==> src/rtl/cfgwin_pkg.sv <==
package cfgwin_pkg;

  localparam int          NUM_SLOTS  = 12;
  localparam logic [7:0]  IDX_FIRST  = 8'h50;
  localparam int          CFG_SLOT   = 0;
  localparam int          CTRL_SLOT  = 1;
  localparam int          CH2_SLOT   = 7;
  localparam int          BURST_SLOT = 9;
  localparam int          HOLE_SLOT  = 10;

  typedef struct packed {
    logic idxWr;
    logic idxRd;
    logic dataWr;
    logic dataRd;
  } winStrobe_t;

  // bits the host may change in each slot
  function automatic logic [7:0] slotWrMask(input int slot);
    case (slot)
      CFG_SLOT:  return 8'hD8;
      CH2_SLOT:  return 8'hEF;
      HOLE_SLOT: return 8'h00;
      default:   return 8'hFF;
    endcase
  endfunction

  function automatic logic [7:0] slotRstVal(input int slot);
    return (slot == BURST_SLOT) ? 8'h40 : 8'h00;
  endfunction

endpackage

==> src/rtl/cfgwin_ctrl.sv <==
module cfgwin_ctrl
  import cfgwin_pkg::*;
#(
  parameter int                ADDR_W    = 16,
  parameter logic [ADDR_W-1:0] BASE_MAIN = 16'h0178,
  parameter logic [ADDR_W-1:0] BASE_ALT  = 16'h0078,
  parameter int                DATA_OFS  = 4
) (
  input  logic [ADDR_W-1:0] ioAddr,
  input  logic              ioWr,
  input  logic              ioRd,
  input  logic              altBase,
  output winStrobe_t        strb,
  output logic              portHit
);

  localparam logic [ADDR_W-1:0] OFS = ADDR_W'(DATA_OFS);

  logic [ADDR_W-1:0] baseSel;
  logic              idxSel;
  logic              dataSel;

  always_comb begin
    baseSel = altBase ? BASE_ALT : BASE_MAIN;
    idxSel  = (ioAddr == baseSel);
    dataSel = (ioAddr == baseSel + OFS);
  end

  always_comb begin
    strb.idxWr  = ioWr && idxSel;
    strb.idxRd  = ioRd && idxSel;
    strb.dataWr = ioWr && dataSel;
    strb.dataRd = ioRd && dataSel;
    portHit     = strb.idxRd || strb.dataRd;
  end

endmodule

==> src/rtl/cfgwin_regs.sv <==
module cfgwin_regs
  import cfgwin_pkg::*;
#(
  parameter logic [1:0] REV_ID = 2'd2
) (
  input  logic       clk,
  input  logic       rstN,
  input  winStrobe_t strb,
  input  logic [7:0] wrData,
  input  logic       altBase,
  input  logic       priIrq,
  input  logic       secIrq,
  input  logic       priClr,
  input  logic       secClr,
  output logic [7:0] rdData,
  output logic [3:0] raOff,
  output logic       secEn
);

  logic [7:0] idxQ;
  logic [7:0] slotQ  [NUM_SLOTS];
  logic [7:0] rdSlot [NUM_SLOTS];
  logic [NUM_SLOTS-1:0] slotWr;
  logic       priPend;
  logic       secPend;
  logic [7:0] dataQ;

  // index register
  always_ff @(posedge clk or negedge rstN) begin
    if (!rstN)           idxQ <= 8'h00;
    else if (strb.idxWr) idxQ <= wrData;
  end

  // per-slot write decode and read composition
  for (genvar g = 0; g < NUM_SLOTS; g++) begin : gSlot
    localparam logic [7:0] M = slotWrMask(g);
    assign slotWr[g] = strb.dataWr && (idxQ == IDX_FIRST + 8'(g));
    if (g == CFG_SLOT) begin : gCfg
      assign rdSlot[g] = (slotQ[g] & M) | {2'b00, altBase, 2'b00, priPend, REV_ID};
    end else if (g == CH2_SLOT) begin : gCh2
      assign rdSlot[g] = (slotQ[g] & M) | {3'b000, secPend, 4'b0000};
    end else if (g == HOLE_SLOT) begin : gHole
      assign rdSlot[g] = 8'hFF;
    end else begin : gPlain
      assign rdSlot[g] = slotQ[g];
    end
  end

  always_ff @(posedge clk or negedge rstN) begin
    if (!rstN) begin
      for (int s = 0; s < NUM_SLOTS; s++) slotQ[s] <= slotRstVal(s);
    end else begin
      for (int s = 0; s < NUM_SLOTS; s++)
        if (slotWr[s])
          slotQ[s] <= (slotQ[s] & ~slotWrMask(s)) | (wrData & slotWrMask(s));
    end
  end

  // sticky pending flags, set wins over clear
  always_ff @(posedge clk or negedge rstN) begin
    if (!rstN) begin
      priPend <= 1'b0;
      secPend <= 1'b0;
    end else begin
      priPend <= priIrq || (priPend && !priClr);
      secPend <= secIrq || (secPend && !secClr);
    end
  end

  always_comb begin
    dataQ = 8'hFF;
    for (int s = 0; s < NUM_SLOTS; s++)
      if (idxQ == IDX_FIRST + 8'(s)) dataQ = rdSlot[s];
  end

  always_comb begin
    if (strb.idxRd)       rdData = idxQ;
    else if (strb.dataRd) rdData = dataQ;
    else                  rdData = 8'h00;
  end

  assign raOff = {slotQ[CH2_SLOT][3], slotQ[CH2_SLOT][2],
                  slotQ[CTRL_SLOT][7], slotQ[CTRL_SLOT][6]};
  assign secEn = slotQ[CTRL_SLOT][3];

endmodule

==> src/rtl/idx_cfg_window.sv <==
module idx_cfg_window
  import cfgwin_pkg::*;
#(
  parameter int                ADDR_W    = 16,
  parameter logic [ADDR_W-1:0] BASE_MAIN = 16'h0178,
  parameter logic [ADDR_W-1:0] BASE_ALT  = 16'h0078,
  parameter int                DATA_OFS  = 4,
  parameter logic [1:0]        REV_ID    = 2'd2
) (
  input  logic              clk,
  input  logic              rstN,
  input  logic [ADDR_W-1:0] ioAddr,
  input  logic              ioWr,
  input  logic              ioRd,
  input  logic [7:0]        ioWrData,
  output logic [7:0]        ioRdData,
  output logic              ioRdHit,
  input  logic              altBase,
  input  logic              priIrq,
  input  logic              secIrq,
  input  logic              priStatRd,
  input  logic              secStatRd,
  output logic [3:0]        raOff,
  output logic              secEn
);

  winStrobe_t strb;

  cfgwin_ctrl #(
    .ADDR_W(ADDR_W), .BASE_MAIN(BASE_MAIN), .BASE_ALT(BASE_ALT), .DATA_OFS(DATA_OFS)
  ) u_ctrl (
    .ioAddr(ioAddr), .ioWr(ioWr), .ioRd(ioRd), .altBase(altBase),
    .strb(strb), .portHit(ioRdHit)
  );

  cfgwin_regs #(.REV_ID(REV_ID)) u_regs (
    .clk(clk), .rstN(rstN), .strb(strb), .wrData(ioWrData), .altBase(altBase),
    .priIrq(priIrq), .secIrq(secIrq), .priClr(priStatRd), .secClr(secStatRd),
    .rdData(ioRdData), .raOff(raOff), .secEn(secEn)
  );

endmodule

==> config.mk <==
export PLATFORM = sky130hd
export DESIGN_NAME = idx_cfg_window
export DESIGN_NICKNAME = d
export VERILOG_FILES = /design/src/rtl/cfgwin_pkg.sv /design/src/rtl/cfgwin_ctrl.sv /design/src/rtl/cfgwin_regs.sv /design/src/rtl/idx_cfg_window.sv
export SDC_FILE = /design/constraint.sdc
export NUM_CORES = 1
export LEC_CHECK = 0
export BUFFER_PORTS_ARGS = -buffer_cell sky130_fd_sc_hd__buf_4
export CORE_MARGIN = 10
export CORE_UTILIZATION = 40
export CTS_CLUSTER_SIZE = 8
export DETAILED_ROUTE_END_ITERATION = 10
export GPL_TIMING_DRIVEN = 0
export HOLD_SLACK_MARGIN = 0.1
export SLEW_MARGIN = 10
export SYNTH_ARGS = -nofsm -noshare
export SYNTH_HDL_FRONTEND = slang
export SYNTH_SLANG_ARGS = --single-unit
==> constraint.sdc <==
create_clock -name clk -period 4.6 [get_ports clk]
set_input_delay 0.92 -clock clk [delete_from_list [all_inputs] [get_ports clk]]
set_output_delay 0.92 -clock clk [all_outputs]
set_load 0.01 [all_outputs]
==> results of run 1 <==
layer usage:
metal / global-route usage (%) / wire length, microns
met2: 22.8 / 5400
met3: 3.06 / 582
met4: 5.76 / 366
met1: 18.4 / 5200
met5: 0 / 0
sequential cells by signal (all words and copies together), names as in the netlist:
register and count:
u_regs.raOff 4, u_regs.secEn 1, u_regs.slotQ 9, u_regs.rdSlot 69, u_regs.idxQ 8, u_regs.priPend 1
u_regs.secPend 1
how the worst max path moves through the flow:
| stage | from | slack (ps) | end | cells past startpoint |
|---|---|---|---|---|
| after floorplan | ioAddr[10] | 1030 | ioRdData[1] | 5 |
| after global placement | ioAddr[10] | 670 | ioRdData[4] | 7 |
| after detailed placement | ioAddr[10] | 640 | ioRdData[4] | 7 |
| after CTS | ioAddr[10] | 610 | ioRdData[1] | 7 |
| after global routing | ioAddr[10] | 410 | ioRdData[1] | 7 |
| final | ioAddr[10] | 580 | ioRdData[4] | 7 |
worst reg2reg max path, stage by stage (launching register included):
cell	delay (ps)
dfrtp_1	310
buf_2	260
clkbuf_1	460
clkbuf_1	540
nand3_2	400
mux2_2	390
synthesized netlist by cell type (all sizes together), types with 3 or more instances:
cell / number / share of area [%]
mux2i: 11 / 2.4
dfrtp: 92 / 50
a21oi: 11 / 1.2
nor2b: 10 / 1.3
a211oi: 9 / 1.5
nand3: 7 / 1.1
mux4: 9 / 4.4
nand2: 13 / 1.0
a2111oi: 7 / 1.5
mux2: 91 / 22
o32ai: 3 / 0.57
nor4: 6 / 1.5
nand4: 3 / 0.54
nor3: 5 / 0.75
nor2: 27 / 2.2
nor3b: 3 / 0.48
buf: 12 / 1.5
inv: 4 / 0.32
clkbuf: 18 / 1.5
nand2b: 5 / 0.67
o21ai: 7 / 0.75
metrics by stage:
stage	instances	util (%)	cell area [sq um]	total power, mW
4_1_cts	575	48.0	5480	1.67
3_3_place_gp	559	45.3	5170	0.900
5_1_grt	575	48.1	5490	1.70
6_report	575	48.1	5490	1.65
3_5_place_dp	559	45.3	5170	0.902
2_1_floorplan	370	-	4650	0.852
layout make-up:
| type | count | area, sq um |
|---|---|---|
| Clock buffer | 11 | 253 |
| Tap cell | 143 | 179 |
| Sequential cell | 93 | 2330 |
| Clock inverter | 5 | 58.8 |
| Timing Repair Buffer | 46 | 349 |
| Fill cell | 1061 | 5930 |
| Inverter | 4 | 15.0 |
| Buffer | 30 | 136 |
| Multi-Input combinational cell | 243 | 2170 |
kinds of logic (layout without fill, tap and decap cells):
group                     after synthesis  after routing  synth area share (%)
buffers and inverters                  34             96                  3.26
DFF                                    93             93                  50.1
AOI/OAI and AO/OA                      44             44                  6.73
muxes                                 111            111                  28.8
xor gates and xnor gates                1              1                 0.188
and+or+nand+nor                        87             87                  11.0
power by group:
part	switching (mW)	internal, mW
Combinational	0.0403	0.0242
Clock	0.315	0.451
Sequential	0.000735	0.819
Total	0.356	1.29
==> metrics.md, run 1 <==
| Metric | Value |
|---|---|
| Commonest non-fill, non-tap cell in the layout | dfrtp_1 |
| Sink Count | 93 |
| Clock Skews | roughly 13 ps |
| Nets@finish | 460 |
| Cells along the critical path | buf_4 > nor4_1 > nand2_1 > or4_1 > clkbuf_1 > a2111oi_0 > buf_4 |
| Synth-to-Final Area Change | 18.1% |
| Ys async rst share | 100% |
| Hold_ws | roughly 480 ps |
| FP Rows | 39 |
| Pre-CTS setup slack | 635 ps |
| Max-cap viol count | 0 |
| WL per Instance | 20.1 microns |
| H-tree depth | 3 |
| GRT Util Overall | 14.2% |
| Starting DRT DRC Count | 195 |
| Crit path required time | 3680 ps |
| Syn_area_per_cell | 12.6 sq um |
| IO Pins | 47 |
| RSZ-0062 raised after global routing | false |
| RePlAce Congestion | 0.843 |
| Setup_tns | 0 ps |
| CP Buf/Inv Count | 3 |
| CP Launch Type | input pin |
| Sequential share of the synthesized area | 50.1% |
| Largest fanout on the critical path | 9 |
| Yosys cell types | 43 |
| Setup ws final | 583 ps |
| Worst-Margin Slew | 843 ps |
| Pwr per Cell Area | 301 mW/mm^2 |
| Core Region | 0.0114 sq mm |
| Max-slew violation count | 0 |
| Clk slew on worst S/H paths | 60 ps |
| Syn Inst Count | 370 |
| CTS buffer count | 9 |
| Ys flop type | dfrtp_1 |
| Most frequent cells in the layout | dfrtp_1 (92), mux2_2 (91), buf_4 (49) |
| Layout cells sized above 1 | a little over two fifths |
| Port bufs | 46 |
| LEAKAGE | 2.65 nW |
| Root buf cell | clkbuf_16 |
| Maximum clock rate | 249 MHz |
| Peak supply drop | 0.192 mV |
| Post-CTS setup buffer count | 0 |
| Worst hold stages | 1 |
| Worst path top cell family by delay | simple AND/OR/NAND/NOR gates |
| Final Hold Vio Count | 0 |
| Hold wc startpoint | u_regs.secPend |
| Setup Crit Path Kind | input pin to primary output |
| Die width | 128 microns |
| Endpoints failing setup | 0 |
| Post-route DRC | 0 |
| Post-CTS Hold Buffers | 0 |
| First drt pass iteration count | 4 |
| Slack of the worst reg-to-reg path | 2110 ps |
| CP max stage delay | about 520 ps |
| Yosys reg bits | 93 |
| WP data arrival | 3100 ps |
| Reg-to-reg critical path startpoint | u_regs.idxQ[0] |
| Nature of the critical path endpoint | primary output |
| Number of antenna diodes | 0 |
| Mapped cell area | ~0.0046 sq mm |
| Post-DRT Antenna Nets | 0 |
| Critical-path top delay cell | or4_1 |
| Final worst-path cycle share | 87.3% |
| Post-DP HPWL | 8130 microns |
| Via Count | 3,230 |
| Initial Utilization | 40.7% |
| Die Ht | ~130 microns |
| Status | complete, no violations |
| Class of the worst hold path | register to register |
| Worst-Skew Late Latency | around 340 ps |
| Net Count, Synth | about 400 |
| Clock Tree Buf Depth | 2 |
| PostCTS Resize Cnt | 0 |
| CP dominant cell by count | buf_4 |
| Die area | roughly 0.016 sq mm |
| Wire length of the first global-routing pass | between 15,000 and 20,000 microns |
| Hold Path End | u_regs.secPend |
| Number of synthesis warnings | 0 |
| Largest net degree at the start of global routing | 94 |
| Post-Route WL | 11,600 microns |
| Worst Reg-to-Reg Cells | 5 |
| Final min period | 4020 ps |
| Vias in the first global route | 3,417 |
| Max transition margin | 43.8% |
| Reg-to-Reg End | u_regs.rdSlot[69] |
| Gr ovfl total | 0 |
| Vias per cell | 5.62 |
| Initial antenna violation count | 0 |
| Number of flops mapped to enable cells by yosys | 0 |
| TritonCTS clock tree | built |
Note: power is estimated with default switching activity, not from simulation.
==> run 2, diff against run 1 <==
ABC_AREA = 1   (was default)
==> run 2 against run 1 <==
Against the previous run: global-route usage rose by 1.5 points; setup slack improved by 490 ps; synthesized area fell by 2.0%; utilization rose by 0.91 points; first-iteration DRC count rose by 93%; clock power fell by 1%; via count rose by 21%; highest routed layer unchanged.
==> metrics.md, run 2 <==
| Metric | Value |
|---|---|
| Status | complete, no violations |
| Reg-to-Reg End | u_regs.rdSlot[21] |
| Post-synthesis compound-gate area fraction | 11.0% |
| Worst-Margin Slew | 868 ps |
| Final worst-path cycle share | 76.7% |
| RePlAce Congestion | 0.844 |
| Cells along the critical path | inv_2 > nand2_1 > nor2_1 > nand3b_1 > nand3_1 > o21ai_0 > nand2_1 > nor2_1 > nand3_1 > nand2_1 > nand2_1 > nand2_1 > buf_4 |
| PostCTS Resize Cnt | 0 |
| Worst path top cell family by delay | simple AND/OR/NAND/NOR gates |
| Synth Area in Adders | 0% |
| CP max stage delay | roughly 560 ps |
| CP Launch Type | register |
| Die width | 127 microns |
| Final min period | 3530 ps |
| Setup Crit Path Kind | register to primary output |
| FP Rows | 38 |
| Worst Reg-to-Reg Cells | 9 |
| Post-DRT Antenna Nets | 0 |
| Most numerous cell in the Yosys netlist | nand2_1 |
| Hold wc startpoint | u_regs.rdSlot[22] |
| Post-Route WL | 12,400 microns |
| Clk slew on worst S/H paths | 60 ps |
| Worst-Skew Late Latency | 350 ps |
| P_sw | 362 uW |
| Yosys cell types | 32 |
| Initial Utilization | between 40% and 50% |
| Commonest non-fill, non-tap cell in the layout | nand2_1 |
| Root buf cell | clkbuf_16 |
| Port bufs | 46 |
| Post-synth top area share | between 50 and 60% |
| Die Ht | 127 microns |
| Cells after DPL | ~750 |
| Wire length of the first global-routing pass | 20,300 microns |
| Pwr per Cell Area | 304 mW/mm^2 |
| First drt pass iteration count | 5 |
| Peak supply drop | ~0.19 mV |
| Grt peak-use layer | met2 |
| RSZ-0062 raised after global routing | false |
| Number of antenna diodes | 0 |
| Cell Area, Placed | 0.00507 sq mm |
| Vias per cell | 5.08 |
| Synth top area cells | dfrtp_1 (51%), nand2_1 (14%), o21ai_1 (7.8%) |
| Largest net degree at the start of global routing | 94 |
| Post-CTS setup buffer count | 0 |
| Post-DP HPWL | roughly 8600 microns |
| Clock Power Share | 46.2% |
| IO Pins | 47 |
| Top cells by instance count after synthesis | nand2_1 (168), dfrtp_1 (92), o21ai_1 (71), nor2_1 (51), inv_1 (36) |
| Core Region | 0.0110 sq mm |
| Setup_tns | 0 ps |
| M1 GR Usage | 21.3% |
| Post-synthesis cell type with the largest combined area | dfrtp_1 |
| Gr ovfl total | 0 |
| Slack of the worst reg-to-reg path | 2690 ps |
| Vias in the first global route | 3,707 |
| Clock Skews | 6.66 ps |
| Design Power | about 1.6 mW |
| Sequential share of the synthesized area | 51.1% |
| Post-CTS Hold Buffers | 0 |
| Max-slew violation count | 0 |
| Die area | 0.0161 sq mm |
| Sink Count | 93 |
| Most frequent cells in the layout | nand2_1 (168), dfrtp_1 (92), o21ai_1 (71) |
| M3 GR Usage | 3.71% |
| CTS buffer count | 9 |
| Design Area, Final | 0.00538 sq mm |
| Clock Tree Buf Depth | 2 |
| Number of synthesis warnings | 0 |
| Simple logic cell fraction of the synthesized area | roughly 30% |
| Cell-internal power | 1.27 mW |
| Max transition margin | between 40% and 50% |
| Fill count | about 1.1k |
| Comb pwr share | 3.8% |
| Nets@finish | 656 |
| Largest fanout on the critical path | 7 |
| Final Hold Vio Count | 0 |
| Met2 Track Usage GR | 24.3% |
| Via Count | 3,901 |
| Hold Path End | u_regs.rdSlot[22] |
| Ys async rst share | 100% |
| Max-cap viol count | 0 |
| Syn Inst Count | 566 |
| LEAKAGE | 2.61 nW |
| GRT Util Overall | 15.8% |
| TritonCTS clock tree | built |
| Syn_area_per_cell | just over 8 sq um |
| Worst hold stages | 2 |
| Post-route DRC | 0 |
| Number of flops mapped to enable cells by yosys | 0 |
| Class of the worst hold path | register to register |
| Nature of the critical path endpoint | primary output |
| Initial antenna violation count | 0 |
| CP Buf/Inv Count | 2 |
| Sw Share | 22.1% |
| WP data arrival | around 2600 ps |
| Xor/xnor share of the synthesized area | 0.192% |
| Maximum clock rate | 283 MHz |
| H-tree depth | 3 |
| WL per Instance | 16.2 microns |
| Sequential share of power | 50.1% |
| FF/Latch Area | 0.00233 sq mm |
| Main combinational cell family by area after synthesis | simple AND/OR/NAND/NOR gates |
| Non-filler instance count after layout | 768 |
| Layout cells sized above 1 | approximately 18% |
| Area of the multi-input gates | 0.00191 sq mm |
| CP dominant cell by count | nand2_1 |
| Crit path required time | 3680 ps |
| Critical-path top delay cell | nor2_1 |
| Starting DRT DRC Count | 376 |
| Reg-to-reg critical path startpoint | u_regs.idxQ[5] |
| Mux share of post-synthesis cell area | 0% |
| Mapped cell area | 0.00455 sq mm |
| Max reg flops | a little under 70 |
| Net Count, Synth | 599 |
| Synth-to-Final Area Change | 18.1% |
| Yosys reg bits | 93 |
| Endpoints failing setup | 0 |
| Ys flop type | dfrtp_1 |
| Hold_ws | 480 ps |
==> run 2: cell count changes after synthesis, moves of 12 or more <==
| cell | delta |
|---|---|
| mux2_2 | -91 |
| nor3_1 | +12 |
| or2_2 | +14 |
| o21ai_0 | +16 |
| o21ai_1 | +71 |
| nand2_1 | +155 |
| inv_1 | +32 |
| nand3_1 | +16 |
| nor2_1 | +24 |
==> run 2: per-stage QoR <==
stage | worst slack, ps | utilization, %
finish | 1070 | 49.0
global route | 911 | 49.0
CTS | 1110 | 48.9
detailed placement | 1390 | 46.2
global placement | 1390 | 46.2
floorplan | 1800 | -
==> run 2: final cells by class <==
cell class	count	share of cell area, %
Multi-Input combinational cell	408	35.5
Clock buffer	10	4.44
Tap cell	140	3.26
Timing Repair Buffer	46	6.49
Buffer	28	3.33
Inverter	37	2.58
Sequential cell	93	43.3
Clock inverter	6	1.16
==> run 2: worst max path at each step <==
stage	start	to	cells past startpoint
detailed placement	ioAddr[9]	ioRdData[0]	9
global placement	ioAddr[9]	ioRdData[0]	9
global route	u_regs.idxQ[1]	ioRdData[6]	13
finish	u_regs.idxQ[1]	ioRdData[6]	13
floorplan	ioAddr[9]	ioRdData[0]	7
CTS	u_regs.idxQ[1]	ioRdData[6]	13
==> run 2: tightest hold or removal path: cells and delay by family, from the launching register on <==
kind	cells	cell delay, ps
compound gates	1	60
simple gates	1	50
flops	1	370
==> run 2: routing by layer <==
| layer | routed length, microns | vias to the layer above |
|---|---|---|
| li1 | - | 1939 |
| met2 | 5720 | 114 |
| met5 | 0 | - |
| met4 | 239 | 0 |
| met3 | 683 | 21 |
| met1 | 5770 | 1827 |
==> run 2: cells by family after synthesis <==
logic type / after synthesis
flip-flops: 93
buffers and inverters: 65
AND/OR/NAND/NOR: 309
AO/OA/AOI/OAI: 98
XOR/XNOR: 1
==> run 2: power by group through the flow <==
stage / combinational, mW / sequential, mW / clock (mW)
after detailed placement: 0.0634 / 0.835 / 0
final: 0.0618 / 0.819 / 0.755
after CTS: 0.0634 / 0.819 / 0.760
after global routing: 0.0683 / 0.819 / 0.797
after floorplan: 0.0134 / 0.835 / 0
after global placement: 0.0626 / 0.835 / 0
==> run 3, diff against run 2 <==
clock period = 3.4 ns   (was 4.6 ns; I/O delays follow)
==> run 3 against run 2 <==
Against the previous run: sequential power rose by 36%; sequential cell count did not move; combinational power rose by 35%; largest power group unchanged; highest routed layer unchanged.
==> metrics.md, run 3 (synthesis gave the netlist of run 2 again) <==
| Metric | Value |
|---|---|
| Starting DRT DRC Count | 351 |
| Cells after DPL | 752 |
| Largest net degree at the start of global routing | 94 |
| Vias in the first global route | 3,707 |
| Hold_ws | 392 ps |
| Class of the worst hold path | input pin to asynchronous set/reset pin |
| Die width | 127 microns |
| Slack of the worst reg-to-reg path | 1490 ps |
| TritonCTS clock tree | built |
| Sink Count | 93 |
| Worst Reg-to-Reg Cells | 9 |
| Crit path required time | 2720 ps |
| Max transition margin | 42.5% |
| Setup Crit Path Kind | register to primary output |
| Peak supply drop | 0.255 mV |
| GRT Util Overall | between 15 and 20% |
| Pwr per Cell Area | 412 mW/mm^2 |
| Number of antenna diodes | 0 |
| Non-filler instance count after layout | 768 |
| Max-cap viol count | 0 |
| Largest fanout on the critical path | 10 |
| Most frequent cells in the layout | nand2_1 (168), dfrtp_1 (92), o21ai_1 (71) |
| Port bufs | 46 |
| LEAKAGE | approximately 2.6 nW |
| RePlAce Congestion | 0.844 |
| Post-DP HPWL | 8580 microns |
| Setup_tns | 0 ps |
| First drt pass iteration count | 5 |
| Initial Utilization | 41.5% |
| Worst-Skew Late Latency | 350 ps |
| Final Hold Vio Count | 0 |
| Endpoints failing setup | 0 |
| Max reg flops | about 70 |
| Final min period | 3150 ps |
| Via Count | 3,895 |
| Vias per cell | 5.07 |
| CTS buffer count | 9 |
| Die Ht | 127 microns |
| Reg-to-reg critical path startpoint | u_regs.idxQ[5] |
| Post-Route WL | 12,500 microns |
| Gr ovfl total | 0 |
| Die area | approximately 0.016 sq mm |
| Synth-to-Final Area Change | 18.2% |
| Wire length of the first global-routing pass | 20,300 microns |
| Core Region | 0.0110 sq mm |
| Status | complete, no violations |
| FP Rows | 38 |
| RSZ-0062 raised after global routing | false |
| Post-DRT Antenna Nets | 0 |
| H-tree depth | 3 |
| Clk slew on worst S/H paths | 60 ps |
| WL per Instance | 16.2 microns |
| Worst-Margin Slew | between 800 and 900 ps |
| Nets@finish | 656 |
| Final worst-path cycle share | 92.8% |
| WP data arrival | 2470 ps |
| IO Pins | 47 |
| Root buf cell | clkbuf_16 |
| Initial antenna violation count | 0 |
| Maximum clock rate | 317 MHz |
| Commonest non-fill, non-tap cell in the layout | nand2_1 |
| Post-route DRC | 0 |
| Max-slew violation count | 0 |
| Reg-to-Reg End | u_regs.rdSlot[21] |
| CP Launch Type | register |
| Clock Skews | between 7 and 8 ps |
| Nature of the critical path endpoint | primary output |
| Clock Tree Buf Depth | 2 |
| Layout cells sized above 1 | 18.2% |
==> run 3: cell counts in the layout (fill, tap and decap cells not counted) <==
No cell type changed its count.
==> run 3: repair_timing <==
action	4_1_cts	5_1_grt
gates resized for setup	0	2
hold buffers	0	0
setup buffers	0	0
setup endpoints to repair	0	4
==> run 3: where the power goes <==
part / internal (mW) / total, mW / switching [mW]
logic: 0.0286 / 0.0835 / 0.0549
clock network: 0.587 / 1.02 / 0.437
registers: 1.11 / 1.11 / 0.000433
==> run 3: how the worst max path moves through the flow <==
stage	from	endpoint	cells after the start	slack, ps
5_1_grt	u_regs.idxQ[7]	ioRdData[5]	14	6
3_5_place_dp	u_regs.idxQ[1]	ioRdData[6]	13	540
4_1_cts	u_regs.idxQ[1]	ioRdData[6]	13	150
2_1_floorplan	ioAddr[9]	ioRdData[0]	7	1080
6_report	u_regs.idxQ[7]	ioRdData[5]	14	250
3_3_place_gp	u_regs.idxQ[1]	ioRdData[6]	13	570
==> run 3: cell type report <==
cell class | count | area [sq um]
fillers | 1084 | 5600
flip-flops and latches | 93 | 2330
multi-input cells | 408 | 1910
repair buffers | 46 | 349
clock buffers | 10 | 239
plain buffers | 28 | 179
well taps | 140 | 175
inverters | 37 | 139
clock inverters | 6 | 62.6
==> run 3: metal layers <==
metal | GRT usage (%) | part of all wire [%] | routed length, microns | up-vias
met5 | 0 | 0 | 0 | -
met4 | 5.02 | 1.7 | 215 | 0
met3 | 3.71 | 4.3 | 540 | 18
met2 | 24.3 | 46 | 5780 | 87
met1 | 21.3 | 48 | 5920 | 1852
li1 | - | - | - | 1938
==> run 3: critical path, stage by stage, from the launching register on <==
cell and delay, ps:
dfrtp_1 380, inv_1 50, nand2_1 100, nor2_4 70
buf_1 220, nand3b_1 170, nand3_1 120, nor2_1 170
nand3_1 130, nor3_1 290, nand2_1 100, nand2_1 110
nand2_1 50, nand2_1 50, buf_4 110
==> run 3: metrics by stage <==
stage          instance area (sq um)  setup WS (ps)  power, mW  utilization (%)
3_3_place_gp                    5070            574       1.21             46.2
2_1_floorplan                   4550           1080       1.15                -
3_5_place_dp                    5070            545       1.21             46.2
4_1_cts                         5380            146       2.22             48.9
5_1_grt                         5380           5.84       2.28             49.0
6_report                        5380            245       2.22             49.0
